### src/rtl/spi_pkg.sv
package spi_pkg;
    localparam int SPI_FRAME_W = 8;
    localparam int SPI_BAUD_W  = 3;
    localparam int SPI_CFG_W   = SPI_BAUD_W + 7;

    typedef enum logic [1:0] {
        ST_IDLE  = 2'd0,
        ST_SHIFT = 2'd1,
        ST_DONE  = 2'd2
    } xfer_state_e;

    typedef struct packed {
        logic                  ssi;
        logic                  ssm;
        logic                  rx_only;
        logic [SPI_BAUD_W-1:0] baud;
        logic                  lsb_first;
        logic                  cpol;
        logic                  master;
        logic                  en;
    } spi_cfg_t;
endpackage

### src/rtl/spi_cfg_reg.sv
module spi_cfg_reg
    import spi_pkg::*;
(
    input  logic                 clk,
    input  logic                 rst_n,
    input  logic                 we,
    input  logic [SPI_CFG_W-1:0] wdata,
    input  logic                 busy,
    output spi_cfg_t             cfg
);
    spi_cfg_t w;
    assign w = spi_cfg_t'(wdata);

    always_ff @(posedge clk) begin
        if (!rst_n) begin
            cfg <= '0;
        end else if (we) begin
            cfg.en      <= w.en;
            cfg.rx_only <= w.rx_only;
            cfg.ssm     <= w.ssm;
            cfg.ssi     <= w.ssi;
            if (!busy) begin
                cfg.master    <= w.master;
                cfg.cpol      <= w.cpol;
                cfg.lsb_first <= w.lsb_first;
                cfg.baud      <= w.baud;
            end
        end
    end

    // frame-shaping fields hold while a frame runs
    p_locked_fields_r8: assert property (@(posedge clk) disable iff (!rst_n)
        busy |=> ($stable(cfg.baud) && $stable(cfg.cpol) &&
                  $stable(cfg.lsb_first) && $stable(cfg.master)));
endmodule

### src/rtl/spi_baud_gen.sv
module spi_baud_gen #(
    parameter int BAUD_W = spi_pkg::SPI_BAUD_W
) (
    input  logic              clk,
    input  logic              rst_n,
    input  logic              run,
    input  logic [BAUD_W-1:0] code,
    output logic              tick
);
    localparam int CNT_W = 1 << BAUD_W;

    logic [CNT_W-1:0] cnt_q;
    logic [CNT_W-1:0] limit;

    assign limit = (CNT_W'(1) << code) - CNT_W'(1);
    assign tick  = run && (cnt_q == limit);

    always_ff @(posedge clk) begin
        if (!rst_n || !run || tick) begin
            cnt_q <= '0;
        end else begin
            cnt_q <= cnt_q + CNT_W'(1);
        end
    end

    // above the smallest divider a half-period is never a single cycle
    p_tick_gap_r1: assert property (@(posedge clk) disable iff (!rst_n)
        (tick && code != '0) |=> !tick);
endmodule

### src/rtl/spi_slave_sync.sv
module spi_slave_sync #(
    parameter int STAGES = 2
) (
    input  logic clk,
    input  logic rst_n,
    input  logic sck_i,
    input  logic nss_i,
    output logic sck_s,
    output logic sck_d,
    output logic nss_s
);
    logic [STAGES:0]   sck_chain;
    logic [STAGES-1:0] nss_chain;

    always_ff @(posedge clk) begin
        if (!rst_n) begin
            sck_chain <= '0;
            nss_chain <= '1;
        end else begin
            sck_chain <= {sck_chain[STAGES-1:0], sck_i};
            nss_chain <= {nss_chain[STAGES-2:0], nss_i};
        end
    end

    assign sck_s = sck_chain[STAGES-1];
    assign sck_d = sck_chain[STAGES];
    assign nss_s = nss_chain[STAGES-1];
endmodule

### src/rtl/spi_xfer_engine.sv
module spi_xfer_engine
    import spi_pkg::*;
#(
    parameter int FRAME_W     = SPI_FRAME_W,
    parameter int SYNC_STAGES = 2
) (
    input  logic                 clk,
    input  logic                 rst_n,
    input  logic                 cfg_we,
    input  logic [SPI_CFG_W-1:0] cfg_wdata,
    output logic [SPI_CFG_W-1:0] cfg_rdata,
    input  logic                 tx_valid,
    input  logic [FRAME_W-1:0]   tx_data,
    output logic                 rx_valid,
    output logic [FRAME_W-1:0]   rx_data,
    output logic                 busy,
    input  logic                 sck_i,
    output logic                 sck_o,
    output logic                 sck_oe,
    input  logic                 nss_i,
    input  logic                 sdi,
    output logic                 sdo,
    output logic                 sdo_oe
);
    localparam int              BIT_W    = $clog2(FRAME_W);
    localparam logic [BIT_W-1:0] LAST_BIT = BIT_W'(FRAME_W - 1);

    spi_cfg_t          cfg;
    xfer_state_e       state_q, state_d;
    logic              tick, sck_s, sck_d, nss_s, ss_eff;
    logic              phase_q, sck_r, lead, trail, sck_moved;
    logic [BIT_W-1:0]  bit_q;
    logic [FRAME_W-1:0] tx_sh, rx_sh, rx_hold;

    spi_cfg_reg u_cfg (
        .clk   (clk),
        .rst_n (rst_n),
        .we    (cfg_we),
        .wdata (cfg_wdata),
        .busy  (busy),
        .cfg   (cfg)
    );

    spi_baud_gen #(.BAUD_W(SPI_BAUD_W)) u_baud (
        .clk   (clk),
        .rst_n (rst_n),
        .run   ((state_q == ST_SHIFT) && cfg.master),
        .code  (cfg.baud),
        .tick  (tick)
    );

    spi_slave_sync #(.STAGES(SYNC_STAGES)) u_sync (
        .clk   (clk),
        .rst_n (rst_n),
        .sck_i (sck_i),
        .nss_i (nss_i),
        .sck_s (sck_s),
        .sck_d (sck_d),
        .nss_s (nss_s)
    );

    assign ss_eff    = cfg.ssm ? cfg.ssi : nss_s;
    assign sck_moved = (sck_s != sck_d);

    // edge qualification: first edge leaves rest level, second returns to it
    always_comb begin
        if (state_q != ST_SHIFT) begin
            lead  = 1'b0;
            trail = 1'b0;
        end else if (cfg.master) begin
            lead  = tick && !phase_q;
            trail = tick && phase_q;
        end else begin
            lead  = sck_moved && (sck_s != cfg.cpol) && !phase_q;
            trail = sck_moved && (sck_s == cfg.cpol) && phase_q;
        end
    end

    // next-state logic
    always_comb begin
        state_d = state_q;
        unique case (state_q)
            ST_IDLE: begin
                if (cfg.en && (cfg.master ? tx_valid : !ss_eff)) begin
                    state_d = ST_SHIFT;
                end
            end
            ST_SHIFT: begin
                if (!cfg.en) begin
                    state_d = ST_IDLE;
                end else if (!cfg.master && ss_eff) begin
                    state_d = ST_IDLE;
                end else if (trail && bit_q == LAST_BIT) begin
                    state_d = ST_DONE;
                end
            end
            ST_DONE: state_d = ST_IDLE;
            default: state_d = ST_IDLE;
        endcase
    end

    // state register
    always_ff @(posedge clk) begin
        if (!rst_n) begin
            state_q <= ST_IDLE;
        end else begin
            state_q <= state_d;
        end
    end

    // shift datapath
    always_ff @(posedge clk) begin
        if (!rst_n) begin
            tx_sh   <= '0;
            rx_sh   <= '0;
            rx_hold <= '0;
            bit_q   <= '0;
            phase_q <= 1'b0;
            sck_r   <= 1'b0;
        end else if (state_q == ST_IDLE && state_d == ST_SHIFT) begin
            tx_sh   <= tx_data;
            bit_q   <= '0;
            phase_q <= 1'b0;
            sck_r   <= cfg.cpol;
        end else if (lead) begin
            phase_q <= 1'b1;
            sck_r   <= ~cfg.cpol;
            rx_sh   <= cfg.lsb_first ? {sdi, rx_sh[FRAME_W-1:1]}
                                     : {rx_sh[FRAME_W-2:0], sdi};
        end else if (trail) begin
            phase_q <= 1'b0;
            sck_r   <= cfg.cpol;
            if (bit_q == LAST_BIT) begin
                rx_hold <= rx_sh;
            end else begin
                bit_q <= bit_q + BIT_W'(1);
                tx_sh <= cfg.lsb_first ? (tx_sh >> 1) : (tx_sh << 1);
            end
        end
    end

    // outputs
    always_comb begin
        busy      = (state_q == ST_SHIFT);
        rx_valid  = (state_q == ST_DONE);
        rx_data   = rx_hold;
        cfg_rdata = cfg;
        sck_oe    = cfg.en && cfg.master;
        sck_o     = (cfg.master && state_q == ST_SHIFT) ? sck_r : cfg.cpol;
        sdo       = cfg.lsb_first ? tx_sh[0] : tx_sh[FRAME_W-1];
        sdo_oe    = cfg.en && !cfg.rx_only && (cfg.master || !ss_eff);
    end

    // completion pulse lasts one cycle
    p_valid_single_r12: assert property (@(posedge clk) disable iff (!rst_n)
        rx_valid |=> !rx_valid);

    // busy falls on the completion cycle
    p_valid_busy_r12: assert property (@(posedge clk) disable iff (!rst_n)
        rx_valid |-> ($past(busy) && !busy));

    // a disabled engine is idle one cycle later
    p_off_idle_r5: assert property (@(posedge clk) disable iff (!rst_n)
        !cfg.en |=> !busy);

    // listen-only never drives the data line
    p_rxonly_quiet_r7: assert property (@(posedge clk) disable iff (!rst_n)
        cfg.rx_only |-> !sdo_oe);

    // slave deselection abandons the frame without a completion pulse
    p_deselect_abort_r11: assert property (@(posedge clk) disable iff (!rst_n)
        (!cfg.master && ss_eff && busy) |=> (!busy && !rx_valid));
endmodule

### config.mk
export PLATFORM = sky130hd
export DESIGN_NAME = spi_xfer_engine
export DESIGN_NICKNAME = d
export VERILOG_FILES = /design/src/rtl/spi_pkg.sv /design/src/rtl/spi_cfg_reg.sv /design/src/rtl/spi_baud_gen.sv /design/src/rtl/spi_slave_sync.sv /design/src/rtl/spi_xfer_engine.sv
export SDC_FILE = /design/constraint.sdc
export NUM_CORES = 1
export LEC_CHECK = 0
export BUFFER_PORTS_ARGS = -buffer_cell sky130_fd_sc_hd__buf_2
export CAP_MARGIN = 5
export CORE_MARGIN = 8
export CORE_UTILIZATION = 45
export DETAILED_ROUTE_END_ITERATION = 7
export GPL_ROUTABILITY_DRIVEN = 0
export GPL_TIMING_DRIVEN = 0
export PLACE_DENSITY_LB_ADDON = 0.08
export SYNTH_ARGS = -nofsm -noshare
export SYNTH_HDL_FRONTEND = slang
export SYNTH_SLANG_ARGS = --single-unit
export TNS_END_PERCENT = 1
### constraint.sdc
create_clock -name clk -period 1.9 [get_ports clk]
set_input_delay 0.38 -clock clk [delete_from_list [all_inputs] [get_ports clk]]
set_output_delay 0.38 -clock clk [all_outputs]
set_load 0.05 [all_outputs]
* Word-level counts from Yosys, hierarchy flattened
Index checks and enable logic that the tools add are counted.
** Storage, ports and cells
- Bits in read-only memories :: 0
- Latch bits :: 0
- Flip-flop bits (word level) :: 54
- Memories :: 0
- Memory bits (writable) :: 0
- Output and inout port bits :: 24
- Input port bits :: 25
** Operators by class
- Shift operators :: 1
- Reduce and logical (&&, ||, !) cells :: 34
- Bitwise gates (word level) :: 6
- $lt $le $gt $ge :: 0
- Multipliers :: 0
- Multiplexer cells :: 24
- Eq/ne operators :: 11
- Divide/modulo/power cells :: 0
- Add/subtract/negate cells :: 3
** Operator list (number)
- $mux 8 :: 6
- $logic_and 1x1->1 :: 15
- $mux 1 :: 13
- $add 8x1->8 const B :: 1
- $eq 8x8->1 :: 1
- $mux 2 :: 4
- $shl 1x3->8 const A :: 1
- $sub 8x2->8 const B :: 1
- $logic_not 1->1 :: 6
- $ne 2x1->1 const B :: 3
- $not 1->1 :: 6
- $reduce_and 3->1 :: 2
- $eq 2x1->1 const B :: 2
- $pmux 2 s2 :: 1
- $reduce_and 2->1 :: 2
- $reduce_and 4->1 :: 1
- $reduce_bool 2->1 :: 2
- $add 3x1->3 const B :: 1
- $eq 3x3->1 const B :: 1
- $logic_or 1x1->1 :: 3
- $reduce_bool 3->1 :: 1
- $eq 2x2->1 const B :: 1
- $logic_not 2->1 :: 1
- $ne 1x1->1 :: 2
- 2 further kinds :: 2

* Depth between registers and ports, before layout
- Word-level depth :: 16
- Depth in mapped cells :: 8
- Mapped depth without buffers :: 6

* By module
A second synthesis with hierarchy kept.
** Unflattened totals
- Cells, all modules :: 291
- Area, all modules :: 2692.6 µm²
** Modules (own cells, without submodules)
- spi_xfer_engine :: cells each 172, times used 1, seq. area each 620.6 µm², area an instance 1581.5 µm²
- spi_baud_gen :: cells each 68, times used 1, seq. area each 160.2 µm², area an instance 563.0 µm²
- spi_cfg_reg :: cells each 41, times used 1, seq. area each 200.2 µm², area an instance 416.6 µm²
- spi_slave_sync :: cells each 10, times used 1, seq. area each 100.1 µm², area an instance 131.4 µm²

* Worst setup path before layout
No wires, ideal clock.
- Kind :: reg2reg
- Start :: register, netlist name u_cfg.cfg[1]
- End :: register tx_sh[0]
- Path slack :: -563 ps
- Buffers on the path :: 1
- Library setup time :: 72 ps
- Stages on the path, launching flop included :: 8
- Data arrival time :: 2391 ps
- Required time :: 1828 ps
- Cells stage by stage :: dfxtp_1 buf_4 nand3b_2 a211oi_2 nand3_2 o41a_1 o21ai_4 mux2i_1
** On the way
- Longest elaborated chain between the ends :: 14
** RTL lines
- $logic_and 1x1->1 :: line spi_xfer_engine.sv:47 : .run ((state_q == ST_SHIFT) && cfg.master),
- $logic_and 1x1->1 :: line spi_baud_gen.sv:16 : assign tick = run && (cnt_q == limit);
- $logic_and 1x1->1 :: line spi_xfer_engine.sv:72 : trail = tick && phase_q;
- $mux 1 :: line spi_xfer_engine.sv:70 : end else if (cfg.master) begin
- $mux 1 :: line spi_xfer_engine.sv:67 : if (state_q != ST_SHIFT) begin
- $logic_and 1x1->1 :: line spi_xfer_engine.sv:93 : end else if (trail && bit_q == LAST_BIT) begin
- $mux 2 :: line spi_xfer_engine.sv:93
- $mux 2 :: line spi_xfer_engine.sv:91 : end else if (!cfg.master && ss_eff) begin
- $mux 2 :: line spi_xfer_engine.sv:89 : if (!cfg.en) begin
- $pmux 2 s2 :: line spi_xfer_engine.sv:82 : unique case (state_q)
- $eq 2x1->1 :: line spi_xfer_engine.sv:120 : end else if (state_q == ST_IDLE && state_d == ST_SHIFT) begin
- $logic_and 1x1->1 :: line spi_xfer_engine.sv:120
- $ne 2x1->1 (no line) or $reduce_bool 2->1 (tied branches)
- $reduce_and 3->1 (no line)
- end signal: assignment :: line spi_xfer_engine.sv:121 : tx_sh <= tx_data;
- end signal: assignment :: line spi_xfer_engine.sv:137 : tx_sh <= cfg.lsb_first ? (tx_sh >> 1) : (tx_sh << 1);
- end: declaration :: line spi_xfer_engine.sv:33 : logic [FRAME_W-1:0] tx_sh, rx_sh, rx_hold;
Several ways; a longest one is shown, not always the timed one.
A chain may end at the register's enable or synchronous reset.

* Final worst setup path
- Start :: register, netlist name u_cfg.cfg[5]
- End :: register tx_sh[0]
** On the way
- Longest elaborated chain between the ends :: 16
** RTL lines
- $shl 1x3->8 (*) :: line spi_baud_gen.sv:15 : assign limit = (CNT_W'(1) << code) - CNT_W'(1);
- $sub 8x2->8 (*) :: line spi_baud_gen.sv:15
- $eq 8x8->1 (*) :: line spi_baud_gen.sv:16
- $logic_and 1x1->1 (*) :: line spi_baud_gen.sv:16
- $logic_and 1x1->1 :: line spi_xfer_engine.sv:72
- $mux 1 :: line spi_xfer_engine.sv:70
- $mux 1 :: line spi_xfer_engine.sv:67
- $logic_and 1x1->1 :: line spi_xfer_engine.sv:93
- $mux 2 :: line spi_xfer_engine.sv:93
- $mux 2 :: line spi_xfer_engine.sv:91
- $mux 2 :: line spi_xfer_engine.sv:89
- $pmux 2 s2 :: line spi_xfer_engine.sv:82
- $eq 2x1->1 :: line spi_xfer_engine.sv:120
- $logic_and 1x1->1 :: line spi_xfer_engine.sv:120
- $ne 2x1->1 (no line) or $reduce_bool 2->1 (tied branches)
- $reduce_and 3->1 (no line)
Mark *: on every way between the ends. The rest lies on a longest branch, timed or not.

==> results.toml <==
[status]
status = "finished with violations"
violations = "setup timing"

[flow_run]
drv_cap = 0

[timing]
fin_skew_ns = 0.003924
setup_viol = 39
setup_tns_ns = -5.615
fin_crit_ns = 2.140
final_hold_viol_count = 0
tightest_slew_ns = 0.5385
max_freq_mhz = 467.3
slew_headroom_pct = 64.10
worst_slack_ns = -0.2400
final_max_slew_viol_count = 0
rsz0062_at_grt = "true"
fin_crit_sh_pct = 112.6

[finish]
final_common_cell = "buf_2"
design_area_um2 = 3436
layout.nets = 392
drive_gt1_share_pct = 30.14
layout.cells.most_common_list = "buf_2, dfxtp_1, nand2_1"
final_util_pct = 59.08
antenna_cells = 0
synthToLayoutAreaGrowth_pct = 29.28

[logic_synthesis]
synth_top_flop_cell = "dfxtp_1"
syn_area_um2 = 2658
synth-seq-cells = 54
synthArstFlopShare_pct = 0
yosys_warnings = 0
netlist_instances = 299
synth_nets = 327
synth-seq-area-share_pct = 40.68
avgSynthCellArea_um2 = 8.888
synth-edff-count = 0
synth.distinct_cells = 49

[detailed_routing]
drc = 0
viasPerCell = 5.407
wl_mm = 6.767
first_iter_violations = 115
dr.pass1.iters = 4
postRouteAntennaNets = 0
vias = 2379
drt-wirelength-per-cell_um = 15.38

[worst_setup_path]
crit_fanout = 8
critPathKind = "flip-flop to flip-flop"
crit_arrival_ns = 2.38
cp_cell_sequence = "buf_8, buf_6, o21ai_2, a41oi_2, o22ai_4, o41a_1, o21ai_4, buf_12, mux2i_1"
critPathRequiredTime_ns = 2.14
slowest_delay_ns = 0.51
slowest_stage = "o41a_1"
start_kind = "flip-flop"
crit_path_end_kind = "flip-flop"

[die]
die_x_um = 92.85
io_pins = 49
die_area_um2 = 8621
start_util_pct = 45.70
row_count = 28
die_y_um = 92.85
core_um2 = 5816

[cts]
cts_hold_buf = 0
cts_buffers = 5
clock_latency_ns = 0.31
cts_tree = "yes"
clock_sinks = 54
clockBufferDepth = 2
htree_levels = 2
clk_pin_slew_worst_paths_ns = 0.09
cts.root.buffer_cell = "clkbuf_8"

[power_and_ir_drop]
irDropWorstVdd_mv = 0.3294
p_leak_nw = 1.327
powerDensity_nw_per_um2 = 643.4

[placed_design]
pre_cts_slack_ns = -0.4508
placed_area_um2 = 3052
dp_hpwl_mm = 4.515
numPortBuffers = 47

[global_route]
grt-ovfl-total = 0
antenna_found_initial = 0
grt_first_pass_wirelength_mm = 10.72
grt_usage_pct = 15.13
grt_pass1_vias = 2247
grt_max_degree = 16

[worst_hold_path]
hold_class = "input port to flip-flop"
-- final timing paths --
path | depth (start not counted) | end | startpoint | slack [ns]
max | 9 | tx_sh[0] | u_cfg.cfg[5] | -0.24
min | 2 | u_sync.nss_chain[0] | nss_i | 0.25
max reg2reg | 9 | tx_sh[0] | u_cfg.cfg[5] | -0.24
min reg2reg | 1 | u_sync.nss_chain[1] | u_sync.nss_chain[0] | 0.42
-- what timing repair did --
item / in CTS / in global routing
setup endpoints to repair: 34 / 41
buffers inserted: 5 / 8
resized for setup: 13 / 29
hold endpoints to repair: 0 / 0
pin swaps: 8 / 21
cloned: 0 / 1
-- per-layer routing --
metal,GRT usage [%],vias up,part of all wire (%)
met5,0,-,0
met4,5.235,0,2.2
met3,3.964,13,4.5
met2,24.38,52,48
met1,19.01,1118,46
li1,-,1196,-
-- sequential cells by signal (all words and copies together), names as in the netlist --
register,cells
u_cfg.cfg,10
rx_data,8
rx_sh,8
tx_sh,8
u_baud.cnt_q,8
bit_q,3
u_sync.sck_chain,3
state_q,2
u_sync.nss_chain,2
phase_q,1
sck_r,1
-- per-stage QoR --
step / power, mW / hold WS [ns] / std cells
global placement: 1.452 / 0.3906 / 421
CTS: 2.207 / 0.2390 / 433
detailed placement: 1.455 / 0.4042 / 421
global route: 2.304 / 0.2369 / 440
finish: 2.211 / 0.2460 / 440
floorplan: 1.379 / 0.3863 / 299
-- power by group --
part           total (mW)  switching [mW]  internal [mW]
Combinational       0.296           0.179          0.117
Sequential           1.18          0.0256           1.15
Clock               0.738           0.370          0.369
Total                2.21           0.575           1.64
-- cells in the mapped netlist, types with 2 or more instances --
library cell / instances / area [µm²]
dfxtp_1: 54 / 1081
nand2_1: 43 / 161.4
mux2i_1: 35 / 350.3
nor2_1: 19 / 71.32
a21oi_1: 18 / 90.09
nand3_1: 15 / 75.07
clkbuf_1: 14 / 52.55
a311oi_1: 8 / 70.07
o21ai_0: 8 / 40.04
inv_1: 7 / 26.28
o211ai_1: 6 / 45.04
and2_1: 5 / 31.28
nand2b_1: 5 / 31.28
and3_1: 4 / 25.02
buf_2: 3 / 15.01
buf_4: 3 / 22.52
ha_1: 3 / 37.54
nor2b_1: 3 / 18.77
nor3b_1: 3 / 22.52
or3_1: 3 / 18.77
xnor2_1: 3 / 26.28
xor2_1: 3 / 26.28
a211oi_1: 2 / 15.01
a31oi_1: 2 / 12.51
buf_6: 2 / 22.52
mux2_2: 2 / 22.52
o22ai_1: 2 / 12.51
o31ai_1: 2 / 15.01
or4_1: 2 / 15.01
-- layout make-up --
cell class	instances	area (µm²)
Inverter	7	30.03
Clock buffer	8	110.1
Tap cell	75	93.84
Multi-Input combinational cell	217	1588
Buffer	19	145.1
Sequential cell	54	1102
Fill cell	536	2380
Timing Repair Buffer	60	366.6
-- cell families (layout without fill, tap and decap cells) --
logic type,Yosys count,count (layout),share of synthesized area (%)
muxes,37,37,14.03
xor gates and xnor gates,6,6,1.978
DFF,54,54,40.68
adders and majority gates,3,3,1.413
AOI/OAI and AO/OA,59,59,16.01
buffers and inverters,29,94,5.226
and+or+nand+nor,111,112,20.67
-- critical path: cells and delay by family, from the launching register on --
kind	cells	cell delay, ns
AO/OA/AOI/OAI	5	1.12
buffers and inverters	3	0.38
flip-flops	1	0.37
multiplexers	1	0.19
No activity file was read; power rests on OpenSTA's default activity.
